**src/rtl/disp_pkg.sv**
```systemverilog
package disp_pkg;

  typedef enum logic [3:0] {
    RA_CTRL   = 4'd0,
    RA_SIZE   = 4'd1,
    RA_HTIM   = 4'd2,
    RA_VTIM   = 4'd3,
    RA_BUF    = 4'd4,
    RA_STAT   = 4'd5,
    RA_IRQEN  = 4'd6,
    RA_RSTSET = 4'd7,
    RA_RSTCLR = 4'd8
  } reg_addr_e;

  localparam int CB_EN   = 0;
  localparam int CB_ON   = 1;
  localparam int CB_HINV = 2;
  localparam int CB_VINV = 3;
  localparam int CB_DELO = 4;
  localparam int CB_FALL = 5;
  localparam int CB_LOAD = 6;

  localparam int SIZE_V_LSB = 16;
  localparam int TIM_BP_LSB = 8;
  localparam int TIM_PW_LSB = 16;

  function automatic logic [31:0] span_total(logic [31:0] pw, logic [31:0] bp,
                                             logic [31:0] act, logic [31:0] fp);
    return pw + bp + act + fp;
  endfunction

  function automatic logic in_span(logic [31:0] pos, logic [31:0] start, logic [31:0] len);
    return (pos >= start) && (pos < start + len);
  endfunction

  function automatic logic is_last(logic [31:0] pos, logic [31:0] total);
    return (pos + 32'd1) >= total;
  endfunction

endpackage

```
**src/rtl/disp_regs.sv**
```systemverilog
module disp_regs
  import disp_pkg::*;
#(
  parameter int CNT_W = 12,
  parameter int POR_W = 8,
  parameter int BUF_W = 32
) (
  input  logic             clk,
  input  logic             rst_n,
  input  logic             wr_en,
  input  logic [3:0]       wr_addr,
  input  logic [BUF_W-1:0] wr_data,
  input  logic             start_evt,
  input  logic             vb_evt,
  output logic             srst,
  output logic             en_req,
  output logic             disp_on,
  output logic             load_req,
  output logic             vb_sts,
  output logic             irq_en,
  output logic [CNT_W-1:0] sh_hact,
  output logic [CNT_W-1:0] sh_vact,
  output logic [POR_W-1:0] sh_hfp,
  output logic [POR_W-1:0] sh_hbp,
  output logic [POR_W-1:0] sh_hpw,
  output logic [POR_W-1:0] sh_vfp,
  output logic [POR_W-1:0] sh_vbp,
  output logic [POR_W-1:0] sh_vpw,
  output logic [3:0]       sh_pol,
  output logic [BUF_W-1:0] sh_buf
);

  logic [CNT_W-1:0] w_hact, w_vact;
  logic [POR_W-1:0] w_hfp, w_hbp, w_hpw, w_vfp, w_vbp, w_vpw;
  logic [3:0]       w_pol;
  logic [BUF_W-1:0] w_buf;
  logic             srst_q, en_q, on_q, load_q, sts_q, ie_q;

  logic wr_ctrl, wr_size, wr_htim, wr_vtim, wr_buf, wr_stat, wr_ie, wr_rset, wr_rclr;
  logic shadow_take;

  assign wr_ctrl = wr_en && (wr_addr == RA_CTRL);
  assign wr_size = wr_en && (wr_addr == RA_SIZE);
  assign wr_htim = wr_en && (wr_addr == RA_HTIM);
  assign wr_vtim = wr_en && (wr_addr == RA_VTIM);
  assign wr_buf  = wr_en && (wr_addr == RA_BUF);
  assign wr_stat = wr_en && (wr_addr == RA_STAT);
  assign wr_ie   = wr_en && (wr_addr == RA_IRQEN);
  assign wr_rset = wr_en && (wr_addr == RA_RSTSET) && wr_data[0];
  assign wr_rclr = wr_en && (wr_addr == RA_RSTCLR) && wr_data[0];

  assign shadow_take = start_evt || (vb_evt && load_q);

  // software reset flag: own set and clear aliases, clear wins
  always_ff @(posedge clk or negedge rst_n) begin
    if (!rst_n)       srst_q <= 1'b0;
    else if (wr_rclr) srst_q <= 1'b0;
    else if (wr_rset) srst_q <= 1'b1;
  end

  // working registers, control and status
  always_ff @(posedge clk or negedge rst_n) begin
    if (!rst_n) begin
      en_q <= 1'b0; on_q <= 1'b0; load_q <= 1'b0; sts_q <= 1'b0; ie_q <= 1'b0;
      w_pol <= '0; w_hact <= '0; w_vact <= '0; w_buf <= '0;
      w_hfp <= '0; w_hbp <= '0; w_hpw <= '0; w_vfp <= '0; w_vbp <= '0; w_vpw <= '0;
    end else if (srst_q) begin
      en_q <= 1'b0; on_q <= 1'b0; load_q <= 1'b0; sts_q <= 1'b0; ie_q <= 1'b0;
      w_pol <= '0; w_hact <= '0; w_vact <= '0; w_buf <= '0;
      w_hfp <= '0; w_hbp <= '0; w_hpw <= '0; w_vfp <= '0; w_vbp <= '0; w_vpw <= '0;
    end else begin
      if (wr_ctrl) begin
        en_q  <= wr_data[CB_EN];
        on_q  <= wr_data[CB_ON];
        w_pol <= {wr_data[CB_FALL], wr_data[CB_DELO], wr_data[CB_VINV], wr_data[CB_HINV]};
      end
      if (wr_ctrl && wr_data[CB_LOAD]) load_q <= 1'b1;
      else if (start_evt || vb_evt)    load_q <= 1'b0;
      if (wr_size) begin
        w_hact <= wr_data[0 +: CNT_W];
        w_vact <= wr_data[SIZE_V_LSB +: CNT_W];
      end
      if (wr_htim) begin
        w_hfp <= wr_data[0 +: POR_W];
        w_hbp <= wr_data[TIM_BP_LSB +: POR_W];
        w_hpw <= wr_data[TIM_PW_LSB +: POR_W];
      end
      if (wr_vtim) begin
        w_vfp <= wr_data[0 +: POR_W];
        w_vbp <= wr_data[TIM_BP_LSB +: POR_W];
        w_vpw <= wr_data[TIM_PW_LSB +: POR_W];
      end
      if (wr_buf) w_buf <= wr_data;
      if (wr_ie)  ie_q  <= wr_data[0];
      if (vb_evt)                     sts_q <= 1'b1;
      else if (wr_stat && wr_data[0]) sts_q <= 1'b0;
    end
  end

  // active (shadow) set
  always_ff @(posedge clk or negedge rst_n) begin
    if (!rst_n) begin
      sh_hact <= '0; sh_vact <= '0; sh_buf <= '0; sh_pol <= '0;
      sh_hfp <= '0; sh_hbp <= '0; sh_hpw <= '0; sh_vfp <= '0; sh_vbp <= '0; sh_vpw <= '0;
    end else if (srst_q) begin
      sh_hact <= '0; sh_vact <= '0; sh_buf <= '0; sh_pol <= '0;
      sh_hfp <= '0; sh_hbp <= '0; sh_hpw <= '0; sh_vfp <= '0; sh_vbp <= '0; sh_vpw <= '0;
    end else if (shadow_take) begin
      sh_hact <= w_hact; sh_vact <= w_vact; sh_buf <= w_buf; sh_pol <= w_pol;
      sh_hfp <= w_hfp; sh_hbp <= w_hbp; sh_hpw <= w_hpw;
      sh_vfp <= w_vfp; sh_vbp <= w_vbp; sh_vpw <= w_vpw;
    end
  end

  assign srst     = srst_q;
  assign en_req   = en_q;
  assign disp_on  = on_q;
  assign load_req = load_q;
  assign vb_sts   = sts_q;
  assign irq_en   = ie_q;

  AST_LOAD_SELFCLR: assert property (@(posedge clk) disable iff (!rst_n)
    (vb_evt && load_q && !srst_q && !(wr_ctrl && wr_data[CB_LOAD])) |=> !load_q);
  AST_SHADOW_HOLD: assert property (@(posedge clk) disable iff (!rst_n)
    (!start_evt && !(vb_evt && load_q) && !srst_q)
      |=> ($stable(sh_buf) && $stable(sh_hact) && $stable(sh_vact) && $stable(sh_pol)
           && $stable(sh_hpw) && $stable(sh_vpw)));
  AST_VB_SET: assert property (@(posedge clk) disable iff (!rst_n)
    (vb_evt && !srst_q) |=> sts_q);

endmodule

```
**src/rtl/disp_counter.sv**
```systemverilog
module disp_counter
  import disp_pkg::*;
#(
  parameter int CNT_W = 12,
  parameter int POR_W = 8
) (
  input  logic             clk,
  input  logic             rst_n,
  input  logic             srst,
  input  logic             en_req,
  input  logic [CNT_W-1:0] hact,
  input  logic [CNT_W-1:0] vact,
  input  logic [POR_W-1:0] hfp,
  input  logic [POR_W-1:0] hbp,
  input  logic [POR_W-1:0] hpw,
  input  logic [POR_W-1:0] vfp,
  input  logic [POR_W-1:0] vbp,
  input  logic [POR_W-1:0] vpw,
  output logic             running,
  output logic [CNT_W-1:0] h_pos,
  output logic [CNT_W-1:0] v_pos,
  output logic             start_evt,
  output logic             vb_evt,
  output logic             frame_last
);

  logic [CNT_W-1:0] h_q, v_q;
  logic             run_q;
  logic [31:0]      htot, vtot, vact_end;
  logic             h_last, v_last, stop_evt;

  assign htot     = span_total(32'(hpw), 32'(hbp), 32'(hact), 32'(hfp));
  assign vtot     = span_total(32'(vpw), 32'(vbp), 32'(vact), 32'(vfp));
  assign vact_end = 32'(vpw) + 32'(vbp) + 32'(vact);
  assign h_last   = is_last(32'(h_q), htot);
  assign v_last   = is_last(32'(v_q), vtot);

  assign start_evt  = !run_q && en_req;
  assign frame_last = run_q && h_last && v_last;
  assign stop_evt   = frame_last && !en_req;
  assign vb_evt     = run_q && h_last && ((32'(v_q) + 32'd1) == vact_end);

  always_ff @(posedge clk or negedge rst_n) begin
    if (!rst_n) begin
      run_q <= 1'b0; h_q <= '0; v_q <= '0;
    end else if (srst) begin
      run_q <= 1'b0; h_q <= '0; v_q <= '0;
    end else if (start_evt) begin
      run_q <= 1'b1; h_q <= '0; v_q <= '0;
    end else if (stop_evt) begin
      run_q <= 1'b0; h_q <= '0; v_q <= '0;
    end else if (run_q) begin
      if (h_last) begin
        h_q <= '0;
        v_q <= v_last ? '0 : v_q + 1'b1;
      end else begin
        h_q <= h_q + 1'b1;
      end
    end
  end

  assign running = run_q;
  assign h_pos   = h_q;
  assign v_pos   = v_q;

  AST_STOP_FRAME_END: assert property (@(posedge clk) disable iff (!rst_n)
    $fell(run_q) |-> ($past(frame_last) || $past(srst)));
  AST_H_BOUND: assert property (@(posedge clk) disable iff (!rst_n)
    (run_q && htot != 32'd0) |-> (32'(h_q) < htot));

endmodule

```
**src/rtl/disp_out.sv**
```systemverilog
module disp_out
  import disp_pkg::*;
#(
  parameter int CNT_W = 12,
  parameter int POR_W = 8
) (
  input  logic             clk,
  input  logic             rst_n,
  input  logic             running,
  input  logic             disp_on,
  input  logic [CNT_W-1:0] h_pos,
  input  logic [CNT_W-1:0] v_pos,
  input  logic [CNT_W-1:0] hact,
  input  logic [CNT_W-1:0] vact,
  input  logic [POR_W-1:0] hbp,
  input  logic [POR_W-1:0] hpw,
  input  logic [POR_W-1:0] vbp,
  input  logic [POR_W-1:0] vpw,
  input  logic             hs_inv,
  input  logic             vs_inv,
  input  logic             de_low,
  output logic             hsync,
  output logic             vsync,
  output logic             de,
  output logic [CNT_W-1:0] pix_x,
  output logic [CNT_W-1:0] pix_y
);

  logic        act, hs_raw, vs_raw, in_win;
  logic [31:0] hx0, vy0, dx, dy;

  assign act    = running && disp_on;
  assign hx0    = 32'(hpw) + 32'(hbp);
  assign vy0    = 32'(vpw) + 32'(vbp);
  assign hs_raw = 32'(h_pos) < 32'(hpw);
  assign vs_raw = 32'(v_pos) < 32'(vpw);
  assign in_win = act && in_span(32'(h_pos), hx0, 32'(hact)) && in_span(32'(v_pos), vy0, 32'(vact));
  assign dx     = 32'(h_pos) - hx0;
  assign dy     = 32'(v_pos) - vy0;

  assign hsync = hs_inv ^ (act && hs_raw);
  assign vsync = vs_inv ^ (act && vs_raw);
  assign de    = de_low ^ in_win;
  assign pix_x = in_win ? dx[CNT_W-1:0] : '0;
  assign pix_y = in_win ? dy[CNT_W-1:0] : '0;

  AST_OFF_IDLE: assert property (@(posedge clk) disable iff (!rst_n)
    !disp_on |-> (hsync == hs_inv && vsync == vs_inv && de == de_low));
  AST_COORD_RANGE: assert property (@(posedge clk) disable iff (!rst_n)
    (de != de_low) |-> (32'(pix_x) < 32'(hact) && 32'(pix_y) < 32'(vact)));

endmodule

```
**src/rtl/disp_timing_gen.sv**
```systemverilog
module disp_timing_gen
  import disp_pkg::*;
#(
  parameter int CNT_W = 12,
  parameter int POR_W = 8,
  parameter int BUF_W = 32
) (
  input  logic             clk,
  input  logic             rst_n,
  input  logic             wr_en,
  input  logic [3:0]       wr_addr,
  input  logic [BUF_W-1:0] wr_data,
  output logic             hsync,
  output logic             vsync,
  output logic             de,
  output logic             pclk_fall,
  output logic [CNT_W-1:0] pix_x,
  output logic [CNT_W-1:0] pix_y,
  output logic [BUF_W-1:0] frame_addr,
  output logic             enable_rd,
  output logic             vblank_sts,
  output logic             irq,
  output logic             load_pending,
  output logic             reset_active
);

  logic             srst, en_req, disp_on, load_req, vb_sts, irq_en;
  logic [CNT_W-1:0] sh_hact, sh_vact, h_pos, v_pos;
  logic [POR_W-1:0] sh_hfp, sh_hbp, sh_hpw, sh_vfp, sh_vbp, sh_vpw;
  logic [3:0]       sh_pol;
  logic [BUF_W-1:0] sh_buf;
  logic             running, start_evt, vb_evt, frame_last;

  disp_regs #(.CNT_W(CNT_W), .POR_W(POR_W), .BUF_W(BUF_W)) u_regs (
    .clk(clk), .rst_n(rst_n), .wr_en(wr_en), .wr_addr(wr_addr), .wr_data(wr_data),
    .start_evt(start_evt), .vb_evt(vb_evt),
    .srst(srst), .en_req(en_req), .disp_on(disp_on), .load_req(load_req),
    .vb_sts(vb_sts), .irq_en(irq_en),
    .sh_hact(sh_hact), .sh_vact(sh_vact),
    .sh_hfp(sh_hfp), .sh_hbp(sh_hbp), .sh_hpw(sh_hpw),
    .sh_vfp(sh_vfp), .sh_vbp(sh_vbp), .sh_vpw(sh_vpw),
    .sh_pol(sh_pol), .sh_buf(sh_buf)
  );

  disp_counter #(.CNT_W(CNT_W), .POR_W(POR_W)) u_cnt (
    .clk(clk), .rst_n(rst_n), .srst(srst), .en_req(en_req),
    .hact(sh_hact), .vact(sh_vact),
    .hfp(sh_hfp), .hbp(sh_hbp), .hpw(sh_hpw),
    .vfp(sh_vfp), .vbp(sh_vbp), .vpw(sh_vpw),
    .running(running), .h_pos(h_pos), .v_pos(v_pos),
    .start_evt(start_evt), .vb_evt(vb_evt), .frame_last(frame_last)
  );

  disp_out #(.CNT_W(CNT_W), .POR_W(POR_W)) u_out (
    .clk(clk), .rst_n(rst_n), .running(running), .disp_on(disp_on),
    .h_pos(h_pos), .v_pos(v_pos), .hact(sh_hact), .vact(sh_vact),
    .hbp(sh_hbp), .hpw(sh_hpw), .vbp(sh_vbp), .vpw(sh_vpw),
    .hs_inv(sh_pol[0]), .vs_inv(sh_pol[1]), .de_low(sh_pol[2]),
    .hsync(hsync), .vsync(vsync), .de(de), .pix_x(pix_x), .pix_y(pix_y)
  );

  assign pclk_fall    = sh_pol[3];
  assign frame_addr   = sh_buf;
  assign enable_rd    = running;
  assign vblank_sts   = vb_sts;
  assign irq          = vb_sts && irq_en;
  assign load_pending = load_req;
  assign reset_active = srst;

  AST_RUN_NEEDS_REQ: assert property (@(posedge clk) disable iff (!rst_n)
    $rose(enable_rd) |-> $past(en_req));
  AST_STOP_AT_END: assert property (@(posedge clk) disable iff (!rst_n)
    (frame_last && !en_req && !srst) |=> !enable_rd);

endmodule

```
**config.mk**
```make
export PLATFORM = sky130hd
export DESIGN_NAME = disp_timing_gen
export DESIGN_NICKNAME = d
export VERILOG_FILES = /design/src/rtl/disp_pkg.sv /design/src/rtl/disp_regs.sv /design/src/rtl/disp_counter.sv /design/src/rtl/disp_out.sv /design/src/rtl/disp_timing_gen.sv
export SDC_FILE = /design/constraint.sdc
export NUM_CORES = 1
export LEC_CHECK = 0
export BUFFER_PORTS_ARGS = -buffer_cell sky130_fd_sc_hd__buf_2
export CORE_MARGIN = 2
export CORE_UTILIZATION = 55
export DETAILED_ROUTE_END_ITERATION = 12
export PLACE_DENSITY = 0.84
export SETUP_SLACK_MARGIN = 0.3
export SYNTH_ARGS = -nofsm -noshare
export SYNTH_HDL_FRONTEND = slang
export SYNTH_SLANG_ARGS = --single-unit
```
**constraint.sdc**
```tcl
create_clock -name clk -period 16.5 [get_ports clk]
set_clock_uncertainty 0.05 [all_clocks]
set_input_delay 0.825 -clock clk [delete_from_list [all_inputs] [get_ports clk]]
set_output_delay 0.825 -clock clk [all_outputs]
set_load 0.03 [all_outputs]
```
==> summary.log <==
[status] result of the run finished, final reports clean
[logic_synthesis] cell types occupying the most area after synthesis dfrtp_1 38%, ha_1 10%, nand2_1 7.9%
[logic_synthesis] area of the mapped netlist 16100 µm²
[power] power share of the sequential group 33.5%
[route] Residual DRC 0
[power] switching portion of total power 37.8%
[grt] first-pass GRT wire length 73.0 mm
[layout] layout cell share with drive strength beyond 1 10.4%
[clock_network] number of cells upsized or downsized after cts 0
[worst_setup_path] maximum fanout encountered on the critical timing path 25
[worst_setup_path] cell type group with the largest total delay on the critical path compound AO/OA/AOI/OAI gates
[power] largest voltage drop on the vdd net 0.103 mV
[sta] final hold violations 0
[layout] area of all placed cells without fillers 17700 µm²
[logic_synthesis] average instance area after synthesis 8.72 µm²
[clock_network] Post-CTS Setup Bufs 0
[worst_setup_path] reg2reg setup slack 9.32 ns
[route] violation count after the first detailed-route iteration 1549
[worst_setup_path] Worst path most repeated cell a21oi_1
[layout] area overhead of the layout relative to synthesis 10.0%
[worst_setup_path] worst reg2reg path startpoint u_regs.sh_hpw[0]$_DFFE_PN0P_
[sta] Final Cycle Share 44.0%
[sta] slew of the pin with the lowest slew margin 1.19 ns
[route] length of the first detailed-routing pass in iterations 7
[clock_network] total clock buffers created by CTS 27
[worst_setup_path] required time reported for the critical path endpoint 15.62 ns
[logic_synthesis] Post-Syn Nets 2028
[layout] Inserted Diodes 0
[logic_synthesis] Primary FF master, synth dfrtp_1
[place] count of buffers inserted at the top-level ports 103
[layout] number of fill cells 2376
[clock_network] CTS root buffer clkbuf_16
[floorplanning] Core Area 28800 µm²
[worst_setup_path] critical path type register to output pin
[logic_synthesis] Yosys cell types 65
[logic_synthesis] Yosys top cell by area dfrtp_1
[clock_network] cts hold-fix bufs 0
[worst_setup_path] worst flop-to-flop path endpoint u_regs.sh_vact[5]$_DFFE_PN0P_
[floorplanning] chip height 175 µm
[clock_network] Clock H-tree levels 1
[worst_setup_path] series of cell instances along the critical path ha_1 > fa_1 > a21oi_1 > nor2_1 > nor2_1 > o21bai_1 > a21oi_1 > o21bai_1 > a21o_1 > ha_1 > a21o_1 > nor4_1 > a211o_1 > or4b_1 > ha_1 > or4_1 > a21oi_1 > a21oi_1 > nor2_1 > o211ai_1 > buf_4 > a2111oi_0 > buf_2
[worst_setup_path] critical path arrival 6.39 ns
[logic_synthesis] Async S/R FF share, synth 100%
[grt] number of antenna violations at the first check in global routing 0
[power] power spent charging and discharging nets 0.831 mW
[layout] sequential cell area 6180 µm²
[route] post-detailed-route via-to-cell ratio 6.38
[clock_network] Clk pin slew, worst setup/hold paths 0.06 ns
[clock_network] latest clock arrival within the worst-skew pair 0.55 ns
[logic_synthesis] number of standard cells after synthesis 1847
[floorplanning] Initial Util 56.0%
[min_path] HP Class primary input to async pin
[clock_network] CTS tree yes
[worst_setup_path] slowest cell on the critical path or4b_1
[worst_setup_path] crit-path max cell delay 0.67 ns
[floorplanning] full die area 30700 µm²
[grt] pin count of the biggest net entering global routing 135
[worst_setup_path] Worst setup EP type output pin
[power] combinational share of power 37.1%
[sta] Sum Neg Setup Slack 0 ns
[layout] Final #Nets 2049
[logic_synthesis] fraction of synthesized cell area taken by the top area cell type 38.4%
[worst_setup_path] number of buffer and inverter instances along the worst setup path 2
[route] count of antenna-violating nets left after detailed routing 0
[sta] max_slew headroom 20.7%
[grt] GRT Residual Overflow 0
[sta] fmax 138 MHz
[grt] Total Routing Usage GR 29.2%
[run] number of maximum-capacitance violations 0
[layout] top library cells by usage in the layout, fill and taps aside 338 x nand2_1, 246 x dfrtp_1, 161 x a21oi_1
[place] placer's final routability congestion estimate 0.927
[layout] area of the multi-input gates 9080 µm²
[sta] final-report max-slew violation count 0
[logic_synthesis] sequential cell area fraction in the yosys report 38.4%
[power] internal portion of total power 1.37 mW
[grt] number of global-route vias before repair 13954
[clock_network] Clock Tree Buf Depth 3
[logic_synthesis] Synth Warn # 0
[place] standard cell area after detailed placement 16800 µm²
[sta] clock period minus worst slack 7.26 ns
[logic_synthesis] flop and latch count out of synthesis 247
[worst_setup_path] Worst Reg2Reg Path Length in Cells 25
[power] power density normalized to cell area 124 nW/µm²
[floorplanning] standard-cell row count 62
[worst_setup_path] nature of the critical path startpoint register
[logic_synthesis] Post-synth EDFFs 0
[clock_network] TritonCTS sink count 247
[power] clock group share of total power 29.3%
[route] wire length per cell 19.8 µm
[power] leakage dissipation 8.50 nW
[route] via count 14499
[layout] commonest non-fill, non-tap cell in the layout nand2_1
[sta] final setup fails 0
[route] detailed-route wire length 44.9 mm
[place] HPWL after DPL 30.4 mm
[floorplanning] Die Width 175 µm
[sta] unrepaired setup endpoints after global routing false
[floorplanning] number of top-level pins 104
## per-stage QoR
step / power [mW] / worst slack [ns] / utilization [%] / hold slack, ns / std cells
6_report: 2.20 / 9.24 / 61.6 / 0.258 / 2272
5_1_grt: 2.32 / 8.80 / 61.6 / 0.310 / 2272
4_1_cts: 2.19 / 9.24 / 61.6 / 0.285 / 2272
3_5_place_dp: 1.54 / 9.51 / 58.3 / 0.430 / 2223
3_3_place_gp: 1.51 / 9.71 / 58.3 / 0.423 / 2223
2_1_floorplan: 1.31 / 9.49 / - / 0.416 / 1847
## cells by family (layout without fill, tap and decap cells)
| group | count (synthesis) | after routing | share of synthesized area (%) |
|---|---|---|---|
| compound gates | 527 | 527 | 21.6 |
| flops | 247 | 247 | 38.4 |
| xor+xnor | 88 | 88 | 4.92 |
| mux | 4 | 4 | 0.256 |
| fa+ha+maj | 143 | 143 | 11.5 |
| simple gates | 613 | 613 | 17.9 |
| buf+inv | 225 | 266 | 5.53 |
## layer usage
layer	part of all wire (%)	global-route usage [%]	routed length, µm	vias to the layer above
li1	-	-	-	6614
met1	43	41.7	19300	7051
met2	44	45.3	19900	715
met3	9.0	4.92	4060	119
met4	3.6	9.69	1630	0
met5	0	0	0	-
## state kept, by name (all words and copies together) (netlist names), 12 cells and up
register and flops:
u_cnt.h_pos 12, u_regs.w_vact 12, u_regs.w_hact 12, u_regs.sh_hact 12, u_regs.sh_vact 12, u_cnt.v_pos 12, u_regs.sh_buf 32, u_regs.w_buf 32
## layout make-up
cell class                      instances  share of cell area (%)
Multi-Input combinational cell       1375                    51.2
Tap cell                              384                    2.71
Sequential cell                       247                    34.9
Clock inverter                         14                    1.03
Clock buffer                           35                    4.38
Timing Repair Buffer                  120                    3.68
Inverter                               97                    2.07
## worst max-delay path by stage
stage	slack (ns)	endpoint	cells past startpoint	startpoint
global placement	9.71	u_regs.sh_vact[7]$_DFFE_PN0P_	25	u_regs.sh_hpw[0]$_DFFE_PN0P_
floorplan	9.49	pix_x[9]	22	u_regs.sh_vbp[0]$_DFFE_PN0P_
finish	9.24	pix_x[9]	23	u_regs.sh_vpw[0]$_DFFE_PN0P_
detailed placement	9.51	u_regs.sh_hfp[2]$_DFFE_PN0P_	25	u_regs.sh_hpw[0]$_DFFE_PN0P_
global route	8.80	u_regs.sh_vact[9]$_DFFE_PN0P_	23	u_regs.sh_hbp[0]$_DFFE_PN0P_
CTS	9.24	pix_x[9]	23	u_regs.sh_vpw[0]$_DFFE_PN0P_
## power groups by stage
stage | Clock (mW) | Combinational (mW) | Sequential, mW
floorplan | 0 | 0.573 | 0.741
global placement | 0 | 0.768 | 0.741
detailed placement | 0 | 0.796 | 0.744
CTS | 0.647 | 0.805 | 0.734
global route | 0.674 | 0.904 | 0.744
finish | 0.644 | 0.816 | 0.737
## synthesized netlist by cell type, drive strengths merged (17+ instances only)
cell type / number
o21ai: 119
clkbuf: 105
and3: 95
xor2: 29
a41oi: 90
nand2: 338
nor2b: 17
nor2: 47
a21o: 30
a22o: 20
ha: 134
dfrtp: 247
o31ai: 21
buf: 23
nand3: 29
inv: 97
xnor2: 58
a21oi: 162
nor3: 28
Note: power is estimated with default switching activity, not from simulation.
